$ cat config.mk
export PLATFORM = sky130hd
export DESIGN_NAME = obw_xlate
export DESIGN_NICKNAME = d
export VERILOG_FILES = /design/src/rtl/obw_pkg.sv /design/src/rtl/obw_regs.sv /design/src/rtl/obw_match.sv /design/src/rtl/obw_prio.sv /design/src/rtl/obw_xlate.sv
export SDC_FILE = /design/constraint.sdc
export NUM_CORES = 2
export LEC_CHECK = 0
export BUFFER_PORTS_ARGS = -buffer_cell sky130_fd_sc_hd__buf_2
export CAP_MARGIN = 0
export CORE_MARGIN = 1.5
export CORE_UTILIZATION = 55
export CTS_CLUSTER_SIZE = 12
export DETAILED_ROUTE_END_ITERATION = 10
export PLACE_DENSITY = 0.72
export SYNTH_ARGS = -nofsm -noshare
export SYNTH_HDL_FRONTEND = slang
export SYNTH_HIERARCHICAL = 1
export SYNTH_SLANG_ARGS = --single-unit
$ cat constraint.sdc
create_clock -name clk -period 7.7 [get_ports clk]
set_input_delay 2.31 -clock clk [delete_from_list [all_inputs] [get_ports clk]]
set_output_delay 2.31 -clock clk [all_outputs]
set_load 0.01 [all_outputs]
$ cat src/rtl/obw_pkg.sv
package obw_pkg;

    localparam int ADDR_W    = 64;
    localparam int WORD_W    = 32;
    localparam int GRAN_BITS = 16;

    typedef enum logic [2:0] {
        FLD_MATCH_LO = 3'd0,
        FLD_MATCH_HI = 3'd1,
        FLD_REMAP_LO = 3'd2,
        FLD_REMAP_HI = 3'd3,
        FLD_MASK_LO  = 3'd4,
        FLD_MASK_HI  = 3'd5,
        FLD_ACTION   = 3'd6,
        FLD_DFLT_ACT = 3'd7
    } obw_field_e;

    typedef struct packed {
        logic [3:0] kind;
        logic       attr_on;
        logic [2:0] tc;
        logic [3:0] flags;
    } obw_attr_t;

    // Attribute fields are only honoured when the enable bit is set.
    function automatic obw_attr_t decode_action(input logic [WORD_W-1:0] w);
        obw_attr_t a;
        a.kind    = w[3:0];
        a.attr_on = w[11];
        a.tc      = w[11] ? w[10:8] : 3'd0;
        a.flags   = w[11] ? w[7:4]  : 4'd0;
        return a;
    endfunction

endpackage

$ cat src/rtl/obw_regs.sv
module obw_regs
    import obw_pkg::*;
#(
    parameter int NUM_WIN = 8,
    localparam int WIN_W  = $clog2(NUM_WIN)
) (
    input  logic                             clk,
    input  logic                             rst,
    input  logic                             wr_en,
    input  logic [WIN_W-1:0]                 wr_win,
    input  logic [2:0]                       wr_sel,
    input  logic [WORD_W-1:0]                wr_data,
    output logic [NUM_WIN-1:0][ADDR_W-1:0]   match_o,
    output logic [NUM_WIN-1:0][ADDR_W-1:0]   remap_o,
    output logic [NUM_WIN-1:0][ADDR_W-1:0]   mask_o,
    output logic [NUM_WIN-1:0][WORD_W-1:0]   act_o,
    output logic [WORD_W-1:0]                dflt_o
);

    localparam logic [WORD_W-1:0] LO_KEEP = ~((WORD_W'(1) << GRAN_BITS) - WORD_W'(1));

    obw_field_e sel;
    assign sel = obw_field_e'(wr_sel);

    for (genvar i = 0; i < NUM_WIN; i++) begin : g_win
        logic hit_w;
        assign hit_w = wr_en && (wr_win == WIN_W'(i));

        always_ff @(posedge clk) begin
            if (rst) begin
                match_o[i] <= '0;
                remap_o[i] <= '0;
                mask_o[i]  <= '0;
                act_o[i]   <= '0;
            end else if (hit_w) begin
                case (sel)
                    FLD_MATCH_LO: match_o[i][31:0]  <= wr_data;
                    FLD_MATCH_HI: match_o[i][63:32] <= wr_data;
                    FLD_REMAP_LO: remap_o[i][31:0]  <= wr_data;
                    FLD_REMAP_HI: remap_o[i][63:32] <= wr_data;
                    FLD_MASK_LO:  mask_o[i][31:0]   <= wr_data & LO_KEEP;
                    FLD_MASK_HI:  mask_o[i][63:32]  <= wr_data;
                    FLD_ACTION:   act_o[i]          <= wr_data;
                    default: ;
                endcase
            end
        end
    end

    always_ff @(posedge clk) begin
        if (rst)
            dflt_o <= '0;
        else if (wr_en && sel == FLD_DFLT_ACT)
            dflt_o <= wr_data;
    end


    act_store_chk: assert property (@(posedge clk) disable iff (rst)
        (wr_en && wr_sel == 3'd6) |=> act_o[$past(wr_win)] == $past(wr_data));


    dflt_store_chk: assert property (@(posedge clk) disable iff (rst)
        (wr_en && wr_sel == 3'd7) |=> dflt_o == $past(wr_data));

endmodule

$ cat src/rtl/obw_match.sv
module obw_match
    import obw_pkg::*;
#(
    parameter int NUM_WIN = 8
) (
    input  logic [ADDR_W-1:0]                addr,
    input  logic [NUM_WIN-1:0][ADDR_W-1:0]   match_i,
    input  logic [NUM_WIN-1:0][ADDR_W-1:0]   mask_i,
    output logic [NUM_WIN-1:0]               hits
);

    for (genvar i = 0; i < NUM_WIN; i++) begin : g_cmp
        assign hits[i] = match_i[i][0] &&
                         ((addr & mask_i[i]) == (match_i[i] & mask_i[i]));
    end

endmodule

$ cat src/rtl/obw_prio.sv
module obw_prio #(
    parameter int NUM_WIN = 8,
    localparam int WIN_W  = $clog2(NUM_WIN)
) (
    input  logic               clk,
    input  logic               rst,
    input  logic [NUM_WIN-1:0] hits,
    output logic [NUM_WIN-1:0] grant,
    output logic [WIN_W-1:0]   idx,
    output logic               any
);

    always_comb begin
        grant = '0;
        idx   = '0;
        for (int i = NUM_WIN - 1; i >= 0; i--) begin
            if (hits[i]) begin
                grant = '0;
                grant[i] = 1'b1;
                idx = WIN_W'(i);
            end
        end
    end

    assign any = |hits;


    grant_oh_chk: assert property (@(posedge clk) disable iff (rst)
        $onehot0(grant) && ((grant & ~hits) == '0) && ((|grant) == any));


    grant_low_chk: assert property (@(posedge clk) disable iff (rst)
        any |-> ((hits & ((NUM_WIN'(1) << idx) - NUM_WIN'(1))) == '0));

endmodule

$ cat src/rtl/obw_xlate.sv
module obw_xlate
    import obw_pkg::*;
#(
    parameter int NUM_WIN = 8,
    localparam int WIN_W  = $clog2(NUM_WIN)
) (
    input  logic              clk,
    input  logic              rst,
    input  logic              map_en,
    input  logic              wr_en,
    input  logic [WIN_W-1:0]  wr_win,
    input  logic [2:0]        wr_sel,
    input  logic [31:0]       wr_data,
    input  logic              req_valid,
    input  logic              req_bypass,
    input  logic [63:0]       req_addr,
    input  logic [31:0]       req_action,
    output logic              rsp_valid,
    output logic [63:0]       rsp_addr,
    output logic [3:0]        rsp_kind,
    output logic              rsp_attr_on,
    output logic [2:0]        rsp_tc,
    output logic [3:0]        rsp_flags,
    output logic              rsp_hit,
    output logic [WIN_W-1:0]  rsp_win,
    output logic              rsp_default,
    output logic              rsp_err
);

    logic [NUM_WIN-1:0][ADDR_W-1:0] match_q, remap_q, mask_q;
    logic [NUM_WIN-1:0][WORD_W-1:0] act_q;
    logic [WORD_W-1:0]              dflt_q;
    logic [NUM_WIN-1:0]             hits, grant;
    logic [WIN_W-1:0]               win_idx;
    logic                           any_hit;

    obw_regs #(.NUM_WIN(NUM_WIN)) u_regs (
        .clk, .rst, .wr_en, .wr_win, .wr_sel, .wr_data,
        .match_o(match_q), .remap_o(remap_q), .mask_o(mask_q),
        .act_o(act_q), .dflt_o(dflt_q)
    );

    obw_match #(.NUM_WIN(NUM_WIN)) u_match (
        .addr(req_addr), .match_i(match_q), .mask_i(mask_q), .hits(hits)
    );

    obw_prio #(.NUM_WIN(NUM_WIN)) u_prio (
        .clk, .rst, .hits(hits), .grant(grant), .idx(win_idx), .any(any_hit)
    );

    logic [ADDR_W-1:0] addr_n;
    obw_attr_t         attr_n;
    logic              hit_n, dflt_n, err_n;

    always_comb begin
        addr_n = req_addr;
        attr_n = '0;
        hit_n  = 1'b0;
        dflt_n = 1'b0;
        err_n  = 1'b0;
        if (req_bypass) begin
            attr_n = decode_action(req_action);
        end else if (any_hit) begin
            addr_n = (remap_q[win_idx] & mask_q[win_idx]) | (req_addr & ~mask_q[win_idx]);
            attr_n = decode_action(act_q[win_idx]);
            hit_n  = 1'b1;
        end else if (map_en) begin
            attr_n = decode_action(dflt_q);
            dflt_n = 1'b1;
        end else begin
            err_n  = 1'b1;
        end
    end

    always_ff @(posedge clk) begin
        if (rst) begin
            rsp_valid   <= 1'b0;
            rsp_addr    <= '0;
            rsp_kind    <= '0;
            rsp_attr_on <= 1'b0;
            rsp_tc      <= '0;
            rsp_flags   <= '0;
            rsp_hit     <= 1'b0;
            rsp_win     <= '0;
            rsp_default <= 1'b0;
            rsp_err     <= 1'b0;
        end else begin
            rsp_valid   <= req_valid;
            rsp_hit     <= req_valid & hit_n;
            rsp_default <= req_valid & dflt_n;
            rsp_err     <= req_valid & err_n;
            if (req_valid) begin
                rsp_addr    <= addr_n;
                rsp_kind    <= attr_n.kind;
                rsp_attr_on <= attr_n.attr_on;
                rsp_tc      <= attr_n.tc;
                rsp_flags   <= attr_n.flags;
                rsp_win     <= win_idx;
            end
        end
    end


    lat_chk: assert property (@(posedge clk) disable iff (rst)
        req_valid |=> rsp_valid);


    idle_chk: assert property (@(posedge clk) disable iff (rst)
        !req_valid |=> !rsp_valid && !rsp_hit && !rsp_err && !rsp_default);


    gran_chk: assert property (@(posedge clk) disable iff (rst)
        req_valid |=> rsp_addr[15:0] == $past(req_addr[15:0]));


    bypass_chk: assert property (@(posedge clk) disable iff (rst)
        (req_valid && req_bypass) |=>
            rsp_addr == $past(req_addr) && !rsp_hit && !rsp_err && !rsp_default);


    miss_err_chk: assert property (@(posedge clk) disable iff (rst)
        (req_valid && !req_bypass && !map_en && hits == '0) |=> rsp_err && !rsp_hit);


    attr_off_chk: assert property (@(posedge clk) disable iff (rst)
        (rsp_valid && !rsp_attr_on) |-> rsp_tc == 3'd0 && rsp_flags == 4'd0);

endmodule

# After elaboration in Yosys (flattened, before gate mapping)
# Index checks and enable logic that the tools add are counted.
[classes]
shifts = 0
n_mux = 33
multipliers = 0
n_reduce_logical = 76
eq_ne = 22
n_lt_le_gt_ge = 1
n_div = 0
addsub = 0
n_bitwise = 23
[op_table]
columns = ["operator", "count"]
rows = [
  ["bitwise AND 64 bit", 18],
  ["equality test 64 bit", 8],
  ["binary-select mux 64 bit (select 3 bit)", 2],
  ["two-way mux 64 bit", 4],
  ["AND reduction 2 bit", 56],
  ["binary-select mux 32 bit (select 3 bit)", 1],
  ["NOT 64 bit", 1],
  ["OR 64 bit", 1],
  ["two-way mux 12 bit", 4],
  ["two-way mux 3 bit", 11],
  ["equality test 3 bit, second input constant", 8],
  ["logical AND 1 bit", 17],
  ["equality test 3 x 2 -> 1 bit, second input constant", 4],
  ["two-way mux 4 bit", 3],
  ["two-way mux 1 bit", 8],
  ["OR reduction 8 bit", 1],
  ["equality test 3 x 1 -> 1 bit, second input constant", 2],
  ["zero test 3 bit", 2],
  ["less-than comparator 3 x 4 -> 1 bit, second input constant", 1],
  ["bitwise AND 1 bit", 3],
]
[totals]
mem_bits_ro = 0
in_bits = 140
out_inout_bits = 83
regBits = 1759
latchBits = 0
ram_bits = 0
mem_count = 0
word_cells = 222

# Depth between registers and ports, before layout
[depth]
depth_word = 18
mapped_depth = 17
mapped_depth_nobuf = 13

# By module
# The synthesis kept the hierarchy.
[modules_own_cells]
columns = ["mod", "area_each_um2", "seq_area_each_um2", "cells_each", "n_inst"]
rows = [
  ["obw_regs", 65287.6, 33952.6, 5901, 1],
  ["obw_xlate", 12756.0, 1661.6, 1375, 1],
  ["obw_match", 7473.4, 0.0, 898, 1],
  ["obw_prio", 143.9, 0.0, 24, 1],
]

# Worst setup path after synthesis
# OpenSTA, ideal clock, no wires.
[synth_path]
path_type = "in2reg"
start = "input req_addr[31]"
end = "register rsp_kind[0]"
path_buffers = 3
path_slack_ps = 1913
setup_ps = 132
t_arrival_ps = 5655
required_ps = 7568
stages = 14
path_cell_list = "clkbuf_1 xor2_1 a221oi_1 nand3_1 or4_1 nor4_2 o21ai_0 o21bai_1 buf_4 buf_4 mux4_2 mux2_2 a21oi_1 nor3_1"
[synth_between]
word_cells_on_any_way = 37
classes_between = "eq/ne: 8; mux: 12; bitwise: 8; reduce/logical: 9"
[synth_lines]
columns = ["item", "line", "text"]
rows = [
  ["start: declaration", "obw_xlate.sv:16", "input logic [63:0] req_addr,"],
  ["bitwise AND 64 bit", "obw_match.sv:14", "((addr & mask_i[i]) == (match_i[i] & mask_i[i]));"],
  ["equality test 64 bit", "obw_match.sv:14", ""],
  ["logical AND 1 bit", "obw_match.sv:13", "assign hits[i] = match_i[i][0] &&"],
  ["named net hits[3]", "obw_xlate.sv:33", "logic [NUM_WIN-1:0] hits, grant;"],
  ["two-way mux 3 bit (4 in a row)", "obw_prio.sv:17", "if (hits[i]) begin"],
  ["named net win_idx[0]", "obw_xlate.sv:34", "logic [WIN_W-1:0] win_idx;"],
  ["binary-select mux 32 bit (select 3 bit)", "obw_xlate.sv:65", "attr_n = decode_action(act_q[win_idx]);"],
  ["two-way mux 12 bit (not written as such)", "obw_xlate.sv:65", ""],
  ["two-way mux 12 bit", "obw_xlate.sv:63", "end else if (any_hit) begin"],
  ["two-way mux 12 bit", "obw_xlate.sv:61", "if (req_bypass) begin"],
  ["end signal: assignment", "obw_xlate.sv:94", "rsp_kind <= attr_n.kind;"],
  ["end: declaration", "obw_xlate.sv:20", "output logic [3:0] rsp_kind,"],
]
# The timed path passes the listed nets, and every way through them passes these cells. The select of a mux whose other input is x is not followed.
# A chain may end at the register's enable or synchronous reset.

# Worst setup path in the final report
[layout_path]
start = "input req_addr[60]"
end = "register rsp_addr[17]"
[layout_between]
word_cells_on_any_way = 43
classes_between = "eq/ne: 8; mux: 14; bitwise: 12; reduce/logical: 9"
[layout_lines]
columns = ["item", "line", "text"]
rows = [
  ["bitwise AND 64 bit", "obw_match.sv:14", ""],
  ["equality test 64 bit", "obw_match.sv:14", ""],
  ["logical AND 1 bit", "obw_match.sv:13", ""],
  ["named net hits[3]", "obw_xlate.sv:33", ""],
  ["OR reduction 8 bit", "obw_prio.sv:25", "assign any = |hits;"],
  ["named net any_hit", "obw_xlate.sv:35", "logic any_hit;"],
  ["two-way mux 64 bit", "obw_xlate.sv:63", ""],
  ["two-way mux 64 bit", "obw_xlate.sv:61", ""],
  ["end signal: assignment", "obw_xlate.sv:93", "rsp_addr <= addr_n;"],
  ["end: declaration", "obw_xlate.sv:19", "output logic [63:0] rsp_addr,"],
]
# The timed path passes the listed nets, and every way through them passes these cells. The select of a mux whose other input is x is not followed.

==> impl_metrics.py <==
metrics = {
    "die": {
        "start_util_pct": 55.6,
        "die_width_um": 382,
        "core_area_um2": 142000,
        "die-area_um2": 146000,
        "io_pins": 223,
        "dieHeight_um": 382,
        "rows": 138,
    },
    "layout": {
        "area_growth_syn_to_layout_pct": 9.61,
        "final_util_pct": 61.0,
        "drive_gt1_share_pct": 11.8,
        "nNetsFinal": 7631,
        "instances_no_fill": 9520,
    },
    "hold_path": {
        "holdPathStages": 2,
        "holdCritStartpoint": "u_regs/dflt_o[2]",
        "hold_end": "u_regs/dflt_o[2]",
        "holdCritPathClass": "flip-flop to flip-flop",
    },
    "route": {
        "drc": 0,
        "viasPerCell": 6.20,
        "dr_total_vias": 59000,
        "ant_nets": 0,
        "first_iter_violations": 6947,
        "wirelength_mm": 281,
        "first_pass_iters": 6,
        "wl_per_cell_um": 29.5,
    },
    "sta": {
        "setup_viol": 0,
        "fin_skew_ns": 0.0274,
        "finalHoldViolCount": 0,
        "rsz0062_at_grt": "no",
        "holdWs_ns": 0.450,
        "timing.final.crit_share_pct": 85.2,
        "drv_slew": 0,
        "tns_ns": 0,
        "period_needed_ns": 6.56,
        "relSlewSlack_pct": 1.46,
        "clock.fmax_mhz": 152,
        "tightest_slew_ns": 1.47,
        "worst_slack_ns": 1.14,
    },
    "clock_tree": {
        "path_clk_slew_ns": 0.06,
        "cts.sinks": 1599,
        "cts_buffer_depth": 3,
        "cts_tree": "done",
        "cts-buffers-inserted": 168,
        "clkLatencyLatePin_ns": 0.82,
        "ctsHoldBuffers": 0,
        "htree_levels": 4,
        "cts_root_buffer": "clkbuf_16",
        "postCtsSetupRepairBufs": 0,
        "cts-resized-gates": 0,
    },
    "setup_path": {
        "r2r-start": "u_regs/match_o[306]",
        "worstPathCellList": "buf_2, xor2_1, a22o_1, a221oi_1, nand3_1, or4_1, nor4_2, buf_4, nor2_2, and3_1, nand2_1, or4b_4, buf_12, o22ai_2, nor3_1, a221o_1",
        "r2r_cells": 13,
        "crit_required_ns": 8.38,
        "r2r_slack_ns": 2.75,
        "crit_type": "input pin to flip-flop",
        "cp_data_arrival_time_ns": 7.25,
        "critPathMaxStageDelay_ns": 0.65,
        "worst-path-buf-inv": 3,
        "slowest_stage": "or4_1",
        "r2r-end": "rsp_addr[17]",
        "setup.worst_path.start_class": "input pin",
        "crit_fanout": 19,
        "critPathCaptureType": "flip-flop",
        "cpLargestDelayFamily": "simple AND/OR/NAND/NOR gates",
    },
    "placed_design": {
        "place_ws_ns": 0.502,
        "placedCellCount": 9211,
        "gp_congestion": 0.992,
        "dp_hpwl_mm": 188,
        "io_buffers": 202,
    },
    "grt": {
        "grt_pass1_vias": 56700,
        "grt_pass1_wl_mm": 400,
        "grtUsageTotal_pct": 37.4,
        "grt_max_degree": 248,
        "globalRouteOverflowTotal": 0,
        "antenna_found_initial": 23,
    },
    "synth": {
        "syn_inst": 7612,
        "syn_avg_cell_area_um2": 10.4,
        "yosys_warnings": 6,
        "syn_area_um2": 79100,
    },
    "outcome": {
        "violations": "capacitance limit",
        "status": "finished, violations left",
    },
    "pwr": {
        "power.density_nw_per_um2": 203,
        "irDropWorstVdd_uv": 214,
        "leakage_nw": 41.7,
    },
    "job": {
        "drv_cap": 1,
    },
}
==> worst reg2reg max path, stage by stage (launching register included) <==
cell and delay (ns):
dfxtp_1 0.32, xor2_1 0.14, a22oi_1 0.75, nand4_1 0.34, or4_1 0.57, nor3_2 0.26, inv_1 0.06, o21ai_0 0.30
o21bai_4 0.19, or4b_4 0.60, buf_12 0.20, o22ai_2 0.68, nor3_1 0.14, a221o_1 0.28
==> power breakdown <==
group | internal (W) | switching (W)
Combinational | 0.000375 | 0.000765
Clock | 0.00462 | 0.00345
Sequential | 0.00833 | 0.0000540
==> metal layers <==
| layer | vias up | wire [um] | global-route usage [%] |
|---|---|---|---|
| met1 | 29400 | 117000 | 50.9 |
| li1 | 25900 | - | - |
| met5 | - | 113 | 0 |
| met3 | 690 | 30100 | 8.73 |
| met2 | 3073 | 117000 | 54.4 |
| met4 | 18 | 17300 | 20.6 |
==> cell usage in the layout (no fill, tap or decap), drive strengths merged, types with 6 or more instances in the layout <==
| cell type | instances |
|---|---|
| nor2 | 22 |
| a211o | 11 |
| inv | 16 |
| conb | 128 |
| nand2b | 1539 |
| nand2 | 151 |
| xor2 | 506 |
| clkbuf | 269 |
| o22ai | 129 |
| diode | 12 |
| mux2i | 2030 |
| a21oi | 27 |
| a22oi | 201 |
| a22o | 85 |
| a221o | 64 |
| clkinv | 17 |
| buf | 450 |
| dfxtp | 1599 |
| nor4 | 6 |
| mux4 | 22 |
| a221oi | 96 |
| nand3 | 23 |
| nand4 | 28 |
| o211a | 64 |
| nor3 | 75 |
| nor4bb | 6 |
==> registers in the layout, indices dropped and copies added, names as in the netlist, 3 cells and up <==
signal / count
u_regs/match_o: 512
u_regs/remap_o: 512
u_regs/mask_o: 384
u_regs/act_o: 96
rsp_addr: 64
u_regs/dflt_o: 12
rsp_flags: 4
rsp_kind: 4
rsp_tc: 3
rsp_win: 3
==> metrics by stage <==
stage	total power, W	instance area [um2]
detailed placement	0.00964	81300
CTS	0.0176	86600
global route	0.0180	86600
finish	0.0176	86700
global placement	0.00962	81300
floorplan	0.00926	79500
==> cell type report <==
cell class	count	area [um2]
clock inverters	28	256
inverters	8	35.0
repair buffers	450	3400
diodes	12	30.0
fillers	11700	55400
flip-flops and latches	1599	32000
well taps	1890	2360
clock buffers	269	5110
multi-input cells	5264	43500
==> worst max-delay path by stage <==
stage | cells after the start | slack (ns) | end | startpoint
after floorplan | 14 | 1.94 | rsp_kind[0] | req_addr[31]
after global placement | 15 | 0.51 | rsp_addr[17] | req_addr[60]
after global routing | 15 | 1.14 | rsp_addr[17] | req_addr[60]
final | 16 | 1.14 | rsp_addr[17] | req_addr[60]
after CTS | 15 | 1.36 | rsp_addr[17] | req_addr[60]
after detailed placement | 15 | 0.50 | rsp_addr[17] | req_addr[60]
(Power assumes the default switching activity.)
